$ cat config.mk
export PLATFORM = sky130hd
export DESIGN_NAME = irq_poll_unit
export DESIGN_NICKNAME = d
export VERILOG_FILES = /design/src/rtl/irqp_pkg.sv /design/src/rtl/irqp_alias_reg.sv /design/src/rtl/irqp_poll.sv /design/src/rtl/irq_poll_unit.sv
export SDC_FILE = /design/constraint.sdc
export NUM_CORES = 1
export LEC_CHECK = 0
export ABC_AREA = 1
export BUFFER_PORTS_ARGS = -buffer_cell sky130_fd_sc_hd__buf_2
export CORE_MARGIN = 1
export CORE_UTILIZATION = 45
export CTS_BUF_LIST = sky130_fd_sc_hd__clkbuf_8 sky130_fd_sc_hd__clkbuf_16
export DETAILED_ROUTE_END_ITERATION = 6
export GPL_TIMING_DRIVEN = 0
export MAX_ROUTING_LAYER = met4
export PLACE_DENSITY = 0.66
export SLEW_MARGIN = 25
export SYNTH_ARGS = -nofsm -noshare
export SYNTH_HDL_FRONTEND = slang
export SYNTH_SLANG_ARGS = --single-unit
export TNS_END_PERCENT = 5
$ cat constraint.sdc
create_clock -name clk -period 1.5 [get_ports clk]
set_input_delay 0.225 -clock clk [delete_from_list [all_inputs] [get_ports clk]]
set_output_delay 0.225 -clock clk [all_outputs]
set_load 0.005 [all_outputs]
$ cat src/rtl/irqp_pkg.sv
package irqp_pkg;

  // Register offsets; each state register has its aliases at base+1 and base+2
  localparam int unsigned OFF_PRES  = 0;
  localparam int unsigned OFF_TYPE  = 12;
  localparam int unsigned OFF_PMASK = 19;
  localparam int unsigned OFF_STAT  = 20;

  // Bit numbers in MSB-first convention (bit k is vector index WIDTH-1-k)
  localparam int unsigned TYPE_GATE_BIT = 0;
  localparam int unsigned POLL_BIT_A    = 3;
  localparam int unsigned POLL_BIT_B    = 7;
  localparam int unsigned IRQ_FIELD_W   = 4;

  typedef enum logic [1:0] {
    WK_NONE   = 2'd0,
    WK_DIRECT = 2'd1,
    WK_OR     = 2'd2,
    WK_AND    = 2'd3
  } wr_kind_e;

  function automatic int unsigned msb_idx(input int unsigned width, input int unsigned k);
    return width - 1 - k;
  endfunction

  function automatic logic poll_watched(input int unsigned k);
    return (k == POLL_BIT_A) || (k == POLL_BIT_B);
  endfunction

endpackage

$ cat src/rtl/irqp_alias_reg.sv
module irqp_alias_reg
  import irqp_pkg::*;
#(
  parameter int unsigned     DW      = 32,
  parameter logic [DW-1:0]   RST_VAL = '0
) (
  input  logic           clk,
  input  logic           rst_n,
  input  wr_kind_e       kind,
  input  logic [DW-1:0]  wdata,
  input  logic [DW-1:0]  set_req,
  output logic [DW-1:0]  value,
  output logic [DW-1:0]  or_view,
  output logic [DW-1:0]  and_view
);

  localparam logic [DW-1:0] ALL_ZERO = '0;
  localparam logic [DW-1:0] ALL_ONE  = '1;

  logic [DW-1:0] val_q, or_q, and_q, val_d, base_w;

  // Named events for the checks
  logic or_pending, and_pending, set_hit, wr_main;
  assign or_pending  = |or_q;
  assign and_pending = ~&and_q;
  assign set_hit     = |set_req;
  assign wr_main     = (kind == WK_DIRECT);

  // Staged set, then staged clear, then set requests on top
  function automatic logic [DW-1:0] fold(input logic [DW-1:0] base,
                                         input logic [DW-1:0] orv,
                                         input logic [DW-1:0] andv,
                                         input logic [DW-1:0] setv);
    return ((base | orv) & andv) | setv;
  endfunction

  always_comb begin
    base_w = wr_main ? wdata : val_q;
    val_d  = fold(base_w, or_q, and_q, set_req);
  end

  always_ff @(posedge clk or negedge rst_n) begin
    if (!rst_n) begin
      val_q <= RST_VAL;
      or_q  <= ALL_ZERO;
      and_q <= ALL_ONE;
    end else begin
      val_q <= val_d;
      or_q  <= (kind == WK_OR)  ? wdata : ALL_ZERO;
      and_q <= (kind == WK_AND) ? wdata : ALL_ONE;
    end
  end

  assign value    = val_q;
  assign or_view  = or_q;
  assign and_view = and_q;


  or_alias_lands_chk: assert property (@(posedge clk) disable iff (!rst_n)
    (or_pending && !and_pending) |=> ((value & $past(or_q)) == $past(or_q)));


  and_alias_lands_chk: assert property (@(posedge clk) disable iff (!rst_n)
    (and_pending && !set_hit) |=> ((value & ~$past(and_q)) == ALL_ZERO));


  set_wins_chk: assert property (@(posedge clk) disable iff (!rst_n)
    set_hit |=> ((value & $past(set_req)) == $past(set_req)));

endmodule

$ cat src/rtl/irqp_poll.sv
module irqp_poll
  import irqp_pkg::*;
#(
  parameter int unsigned DW    = 32,
  parameter int unsigned IRQ_W = IRQ_FIELD_W
) (
  input  logic           clk,
  input  logic           rst_n,
  input  logic [DW-1:0]  pres,
  input  logic           type_gate,
  input  logic [DW-1:0]  pmask,
  output logic [DW-1:0]  status,
  output logic           irq
);

  localparam int unsigned IDX_A = msb_idx(DW, POLL_BIT_A);
  localparam int unsigned IDX_B = msb_idx(DW, POLL_BIT_B);

  function automatic logic [DW-1:0] watch_mask();
    logic [DW-1:0] m;
    m = '0;
    for (int unsigned k = 0; k < DW; k++)
      if (poll_watched(k)) m[msb_idx(DW, k)] = 1'b1;
    return m;
  endfunction

  localparam logic [DW-1:0] WATCH = watch_mask();

  logic          src_live, type_open;
  logic [DW-1:0] cand, stat_d, stat_q;

  assign src_live  = |pres;
  assign type_open = ~type_gate;
  assign cand      = {DW{src_live & type_open}} & ~pmask;

  for (genvar k = 0; k < DW; k++) begin : g_bit
    if (WATCH[k]) begin : g_on
      assign stat_d[k] = cand[k];
    end else begin : g_off
      assign stat_d[k] = 1'b0;
    end
  end

  always_ff @(posedge clk or negedge rst_n) begin
    if (!rst_n) stat_q <= '0;
    else        stat_q <= stat_d;
  end

  assign status = stat_q;
  assign irq    = |stat_q[DW-1 -: IRQ_W];


  poll_a_set_chk: assert property (@(posedge clk) disable iff (!rst_n)
    (src_live && type_open && !pmask[IDX_A]) |=> status[IDX_A]);


  poll_a_clr_chk: assert property (@(posedge clk) disable iff (!rst_n)
    !(src_live && type_open && !pmask[IDX_A]) |=> !status[IDX_A]);


  poll_b_set_chk: assert property (@(posedge clk) disable iff (!rst_n)
    (src_live && type_open && !pmask[IDX_B]) |=> status[IDX_B]);


  irq_has_cause_chk: assert property (@(posedge clk) disable iff (!rst_n)
    irq |-> $past(src_live));

endmodule

$ cat src/rtl/irq_poll_unit.sv
module irq_poll_unit
  import irqp_pkg::*;
#(
  parameter int unsigned DW = 32,
  parameter int unsigned AW = 5
) (
  input  logic           clk,
  input  logic           rst_n,
  input  logic           wr_en,
  input  logic [AW-1:0]  wr_addr,
  input  logic [DW-1:0]  wr_data,
  input  logic [DW-1:0]  set_req,
  input  logic [AW-1:0]  rd_addr,
  output logic [DW-1:0]  rd_data,
  output logic [DW-1:0]  poll_status,
  output logic           local_err_irq
);

  localparam int unsigned NREG     = 2;
  localparam int unsigned GATE_IDX = msb_idx(DW, TYPE_GATE_BIT);
  localparam int unsigned BASES [NREG] = '{OFF_PRES, OFF_TYPE};

  function automatic wr_kind_e kind_for(input logic en, input logic [AW-1:0] a,
                                        input int unsigned base);
    if (!en)                        return WK_NONE;
    if (a == AW'(base))             return WK_DIRECT;
    if (a == AW'(base + 1))         return WK_OR;
    if (a == AW'(base + 2))         return WK_AND;
    return WK_NONE;
  endfunction

  logic [DW-1:0] val_w [NREG];
  logic [DW-1:0] orv_w [NREG];
  logic [DW-1:0] andv_w[NREG];
  logic [DW-1:0] pmask_q;

  for (genvar i = 0; i < NREG; i++) begin : g_reg
    wr_kind_e      kind_w;
    logic [DW-1:0] set_w;
    assign kind_w = kind_for(wr_en, wr_addr, BASES[i]);
    if (i == 0) begin : g_src
      assign set_w = set_req;
    end else begin : g_nosrc
      assign set_w = '0;
    end
    irqp_alias_reg #(.DW(DW), .RST_VAL('0)) u_reg (
      .clk     (clk),
      .rst_n   (rst_n),
      .kind    (kind_w),
      .wdata   (wr_data),
      .set_req (set_w),
      .value   (val_w[i]),
      .or_view (orv_w[i]),
      .and_view(andv_w[i])
    );
  end

  always_ff @(posedge clk or negedge rst_n) begin
    if (!rst_n)                                       pmask_q <= '1;
    else if (wr_en && wr_addr == AW'(OFF_PMASK))      pmask_q <= wr_data;
  end

  irqp_poll #(.DW(DW), .IRQ_W(IRQ_FIELD_W)) u_poll (
    .clk      (clk),
    .rst_n    (rst_n),
    .pres     (val_w[0]),
    .type_gate(val_w[1][GATE_IDX]),
    .pmask    (pmask_q),
    .status   (poll_status),
    .irq      (local_err_irq)
  );

  always_comb begin
    rd_data = '0;
    if      (rd_addr == AW'(OFF_PRES))      rd_data = val_w[0];
    else if (rd_addr == AW'(OFF_PRES + 1))  rd_data = orv_w[0];
    else if (rd_addr == AW'(OFF_PRES + 2))  rd_data = andv_w[0];
    else if (rd_addr == AW'(OFF_TYPE))      rd_data = val_w[1];
    else if (rd_addr == AW'(OFF_TYPE + 1))  rd_data = orv_w[1];
    else if (rd_addr == AW'(OFF_TYPE + 2))  rd_data = andv_w[1];
    else if (rd_addr == AW'(OFF_PMASK))     rd_data = pmask_q;
    else if (rd_addr == AW'(OFF_STAT))      rd_data = poll_status;
  end


  pmask_direct_chk: assert property (@(posedge clk) disable iff (!rst_n)
    (wr_en && wr_addr == AW'(OFF_PMASK)) |=> (rd_addr != AW'(OFF_PMASK) || rd_data == $past(wr_data)));

endmodule

==> results of run 1 <==
## what timing repair did
item	in CTS	in global routing
pin swaps	6	22
cloned	0	1
hold endpoints to repair	95	0
setup buffers	2	5
resized for setup	63	77
hold buffers	36	0
endpoints found under the setup margin	32	164
## final cells by class
type,instances,area (µm²)
antenna,1,2.50
clock buffer,31,708
timing repair buffer,158,1100
inverter,140,526
clock inverter,14,62.6
sequential,226,5780
fill,2000,9140
multi-input combinational,826,3740
tap,280,350
buffer,86,618
## per-layer routing
| layer | wire, µm | up-vias | track usage, % |
|---|---|---|---|
| li1 | - | 4276 | - |
| met1 | 12600 | 4373 | 33.9 |
| met2 | 14000 | 306 | 42.1 |
| met3 | 1970 | 55 | 4.41 |
| met4 | 694 | 0 | 7.19 |
| met5 | 0 | - | - |
## sequential cells by signal (all words and copies together), names as in the netlist
register          count
g.u_reg.value        64
g.u_reg.or_view      64
g.u_reg.and_view     64
pmask_q              32
u_poll.status         2
## stage by stage
stage	cells	area (µm²)	utilization (%)	setup slack, ns	power, mW
after floorplan	1278	10300	-	0.0852	7.73
after global placement	1669	11200	50.8	-3.63	8.26
after detailed placement	1672	11300	51.2	-0.948	8.33
after CTS	1755	12600	57.2	-0.342	14.1
after global routing	1762	12900	58.5	-0.385	14.7
final	1762	12900	58.5	-0.318	14.1
## worst min-delay path: cells and delay by family
kind / cells / cell delay, ns
buf+inv: 3 / 0.66
## power breakdown
group          leakage, nW  internal, mW  switching [mW]
logic                 3.40         0.639           0.933
clock network        0.419          3.31            2.40
registers             2.61          6.66           0.202
## path summary, 6_finish.rpt
| kind | end | slack, ns | depth (start not counted) |
|---|---|---|---|
| hold reg to reg | u_poll.status[28] | 0.48 | 1 |
| setup reg to reg | u_poll.status[24] | 0.19 | 5 |
| min in group clk | g_reg[1].u_reg.and_view[14] | -0.01 | 3 |
| max in group asynchronous | pmask_q[18] | 0.46 | 5 |
| hold / removal | g_reg[0].u_reg.or_view[31] | -0.03 | 3 |
| setup / recovery | rd_data[24] | -0.32 | 7 |
## logic make-up after synthesis
kind of cell	synth area share (%)
other	0.0369
AO/OA/AOI/OAI	7.97
buffers and inverters	9.69
flip-flops	56.8
AND/OR/NAND/NOR	25.5
## Yosys cell counts (all sizes together)
cell | number | area, µm²
nand2 | 361 | 1360
o21ai | 160 | 801
nor2 | 158 | 606
inv | 140 | 526
dfrtp | 130 | 3250
dfstp | 96 | 2520
nand3 | 68 | 340
buf | 48 | 318
clkbuf | 38 | 143
nand4 | 38 | 244
nor3 | 5 | 25.0
a21oi | 2 | 10.0
and2 | 1 | 6.26
conb | 1 | 3.75
nor4 | 1 | 6.26
or2 | 1 | 6.26
or4 | 1 | 7.51
==> flow_metrics.py, run 1 <==
metrics = {
    "hold_path": {
        "hp-class": "in2async",
    },
    "sta": {
        "period_minus_slack_ns": 1.82,
        "fin_worst_skew_ns": 0.00748,
        "tightest_slew_ns": 0.703,
        "holdWs_ns": -0.0345,
        "maxSlewHeadroom_pct": 52.7,
        "fmax_mhz": 550,
        "grt_setup_unrepaired": "true",
        "setup-tns-final_ns": -6.33,
        "finalHoldViolCount": 56,
        "drv_slew": 0,
        "setup_ws_ns": -0.318,
        "setup_viol": 32,
        "fin_crit_sh_pct": 121,
    },
    "floorplan": {
        "die-area_um2": 23200,
        "coreArea_um2": 22000,
        "rows": 54,
        "die_x_um": 152,
        "io_pins": 142,
        "start_util_pct": 46.2,
        "die_h_um": 152,
    },
    "worst_setup_path": {
        "required_ns": 1.27,
        "startpoint_type": "flip-flop",
        "crit_family": "flip-flops",
        "crit_buf_inv": 2,
        "crit_start": "g_reg[1].u_reg.and_view[24]",
        "cpMaxStageDelayCell": "dfstp_2",
        "timing.rr.start": "g_reg[0].u_reg.value[26]",
        "worst-path-max-fanout": 2,
        "worstPathCellList": "inv_2, nor3_2, nor2_1, nand2_1, nand2_1, nand4_1, buf_2",
        "crit_arrival_ns": 1.59,
        "max_stage_delay_ns": 0.53,
        "critPathCaptureType": "output port",
        "worstSetupPathType": "reg2out",
        "cp_common_cell": "nand2_1",
    },
    "grt": {
        "antenna_found_initial": 1,
        "grt_max_degree": 97,
        "grt_first_pass_wirelength_um": 45900,
        "overflow": 0,
        "grt_pass1_vias": 8697,
        "track_usage_pct": 26.0,
    },
    "drt": {
        "drc": 6,
        "num_vias": 9010,
        "routed_wl_um": 29200,
        "detail-route-antenna-nets": 0,
        "drt_iter0_markers": 636,
        "drt-vias-per-instance": 5.11,
        "dr.pass1.iters": 7,
        "wl_per_cell_um": 16.6,
    },
    "place": {
        "dp_hpwl_um": 18900,
        "portBuffers": 111,
        "place.gp.congestion": 0.850,
    },
    "flow_run": {
        "drv_cap": 0,
    },
    "status": {
        "run_status": "finished with violations",
        "violations": "DRC, hold timing, setup timing",
    },
    "cts": {
        "tritoncts": "yes",
        "htree_levels": 1,
        "clk_path_buf_depth": 3,
        "cts_root_buf": "clkbuf_16",
        "cts_buffers": 25,
        "clk_latency_ns": 0.51,
        "clock_sinks": 226,
        "clk_pin_slew_ns": 0.06,
    },
    "power": {
        "ir_drop_mv": 0.840,
        "p_per_area_nw_per_um2": 1100,
        "p_leak_nw": 6.43,
    },
    "cells_and_area": {
        "drive_above_1_share_pct": 25.7,
        "final_common_cell": "nand2_1",
        "area_growth_syn_to_layout_pct": 26.6,
        "nNetsFinal": 1540,
        "final_cell_mix": "nand2_1, nor2_1, inv_1, o21ai_0, dfrtp_1",
    },
    "synthesis": {
        "syn_area_um2": 10200,
        "yosysWarnings": 0,
        "synth.distinct_cells": 24,
        "synthCells": 1249,
        "avgSynthCellArea_um2": 8.15,
        "yosysSeqAreaShare_pct": 56.8,
        "ys_ff_latch": 226,
    },
}
No activity file was read; power rests on OpenSTA's default activity.
==> inputs of run 2 (changes only) <==
--- a/config.mk
+++ b/config.mk
@@ -6,7 +6,7 @@
 export NUM_CORES = 1
 export LEC_CHECK = 0
 export ABC_AREA = 1
-export BUFFER_PORTS_ARGS = -buffer_cell sky130_fd_sc_hd__buf_2
+export BUFFER_PORTS_ARGS = -buffer_cell sky130_fd_sc_hd__buf_4
 export CORE_MARGIN = 1
 export CORE_UTILIZATION = 45
 export CTS_BUF_LIST = sky130_fd_sc_hd__clkbuf_8 sky130_fd_sc_hd__clkbuf_16
@@ -14,6 +14,7 @@
 export GPL_TIMING_DRIVEN = 0
 export MAX_ROUTING_LAYER = met4
 export PLACE_DENSITY = 0.66
+export RECOVER_POWER = 50
 export SLEW_MARGIN = 25
 export SYNTH_ARGS = -nofsm -noshare
 export SYNTH_HDL_FRONTEND = slang
==> flow_metrics.py, run 2 (synthesized netlist as in run 1, its figures left out) <==
metrics = {
    "power": {
        "p_int_mw": 10.8,
        "ir_drop_mv": 0.998,
        "switching_power_mw": 3.53,
        "p_leak_nw": 6.54,
        "p_comb_share_pct": 11.8,
        "power_mw": 14.3,
        "p_seq_share_pct": 47.9,
        "p_per_area_nw_per_um2": 1080,
        "sw_frac_of_total_pct": 24.7,
        "p_clk_share_pct": 40.3,
    },
    "sta": {
        "finalHoldViolCount": 0,
        "grt_setup_unrepaired": "true",
        "setup_ws_ns": -0.321,
        "tightest_slew_ns": 1.17,
        "period_minus_slack_ns": 1.82,
        "fin_crit_sh_pct": 121,
        "setup-tns-final_ns": -7.61,
        "setup_viol": 100,
        "fmax_mhz": 549,
        "maxSlewHeadroom_pct": 21.3,
        "drv_slew": 0,
        "fin_worst_skew_ns": 0.0160,
    },
    "worst_setup_path": {
        "critPathCaptureType": "output port",
        "reg2regPathDepth": 5,
        "r2r_slack_ns": 0.13,
        "startpoint_type": "flip-flop",
        "worstSetupPathType": "reg2out",
        "timing.rr.start": "g_reg[0].u_reg.value[28]",
        "crit_arrival_ns": 1.60,
        "crit_start": "pmask_q[24]",
        "critPathCapture": "rd_data[24]",
        "worst-path-max-fanout": 2,
        "required_ns": 1.27,
        "reg2reg_to": "u_poll.status[28]",
    },
    "cells_and_area": {
        "postLayoutCoreUtil_pct": 60.1,
        "area_growth_syn_to_layout_pct": 30.0,
        "antenna_cells": 0,
        "multiInputGateArea_um2": 3660,
        "fin_cells": 1780,
        "nNetsFinal": 1558,
        "final_common_cell": "nand2_1",
        "final_cell_mix": "nand2_1, buf_4, nor2_1, inv_1, o21ai_0",
        "seq_area_um2": 5780,
        "drive_above_1_share_pct": 24.1,
        "fillerInstances": 2012,
    },
    "cts": {
        "cts_root_buf": "clkbuf_16",
        "clock_sinks": 226,
        "tritoncts": "yes",
        "clk_latency_ns": 0.52,
        "clk_path_buf_depth": 3,
        "clk_pin_slew_ns": 0.06,
        "htree_levels": 1,
        "cts_buffers": 25,
    },
    "floorplan": {
        "die_h_um": 152,
        "io_pins": 142,
        "coreArea_um2": 22000,
        "rows": 54,
        "die_x_um": 152,
        "die-area_um2": 23200,
        "start_util_pct": 46.2,
    },
    "drt": {
        "drt_iter0_markers": 612,
        "wl_per_cell_um": 16.2,
        "dr.pass1.iters": 7,
        "routed_wl_um": 28800,
        "drt-vias-per-instance": 5.10,
        "detail-route-antenna-nets": 0,
        "num_vias": 9075,
        "drc": 9,
    },
    "grt": {
        "track_usage_pct": 25.8,
        "overflow": 0,
        "grt_pass1_vias": 8699,
        "grt_max_degree": 95,
        "antenna_found_initial": 0,
        "grt_first_pass_wirelength_um": 45600,
    },
    "status": {
        "run_status": "finished with violations",
        "violations": "DRC, setup timing",
    },
    "place": {
        "dp_hpwl_um": 18900,
        "dp_cells": 1671,
        "portBuffers": 111,
        "place.gp.congestion": 0.849,
        "pre_cts_ws_ns": -0.988,
    },
    "hold_path": {
        "hp-class": "in2reg",
    },
    "flow_run": {
        "drv_cap": 0,
    },
}
[run 2: cell count changes in the layout (fill, tap and decap cells not counted), sizes merged, moves of 2 or more]
cell	delta
inv	+2
clkinv	-2
buf	-13
clkbuf	+14
dlygate4sd3	+19
[run 2: metrics by stage]
| stage | hold WS (ns) | instance area (µm²) |
|---|---|---|
| 2_1_floorplan | -0.0706 | 10300 |
| 3_3_place_gp | 0.410 | 11500 |
| 3_5_place_dp | 0.256 | 11500 |
| 4_1_cts | 0.000110 | 13200 |
| 5_1_grt | 0.00812 | 13200 |
| 6_report | 0.00199 | 13200 |
[run 2: critical path, cell delays in order (launching register included)]
cell,delay (ns)
dfstp_2,0.54
nand3_1,0.07
nand2_1,0.08
nor2_1,0.05
nand2_1,0.07
nand2_2,0.06
nand4_1,0.09
buf_4,0.12
[run 2: what timing repair did]
action                                 in CTS  in global routing
setup endpoints to repair                  32                 72
hold buffers                               53                  1
buffers inserted                            3                  6
pin swaps                                  31                  8
endpoints found under the hold margin     114                  1
gates resized for setup                    85                 26
[run 2: layout make-up]
class / instances / area share, %
Timing Repair Buffer: 176 / 11.3
Tap cell: 280 / 2.65
Clock buffer: 32 / 5.46
Buffer: 86 / 4.85
Clock inverter: 14 / 0.501
Sequential cell: 226 / 43.7
Multi-Input combinational cell: 826 / 27.7
Inverter: 140 / 3.97
[run 2: how the worst min path moves through the flow]
stage	from	end	slack, ns	depth (start not counted)
floorplan	rst_n	g_reg[0].u_reg.or_view[0]	-0.07	0
global placement	set_req[29]	g_reg[0].u_reg.value[29]	0.41	3
detailed placement	rst_n	g_reg[0].u_reg.value[0]	0.26	1
CTS	wr_data[11]	g_reg[0].u_reg.and_view[11]	0.0001	3
global route	wr_data[8]	g_reg[1].u_reg.and_view[8]	0.008	3
finish	wr_data[8]	g_reg[0].u_reg.and_view[8]	0.002	3
[run 2: layer usage]
| metal | part of all wire, % | GRT usage, % |
|---|---|---|
| met5 | 0 | - |
| met4 | 2.1 | 6.41 |
| met3 | 6.5 | 3.30 |
| met2 | 49 | 42.6 |
| met1 | 43 | 33.7 |
[run 2: power by group through the flow]
stage / Sequential [mW] / Combinational (mW) / Clock [mW]
after floorplan: 6.89 / 0.835 / 0
after global placement: 6.93 / 1.42 / 0
after detailed placement: 6.95 / 1.48 / 0
after CTS: 6.86 / 1.65 / 5.87
after global routing: 6.89 / 1.91 / 6.10
final: 6.86 / 1.68 / 5.77
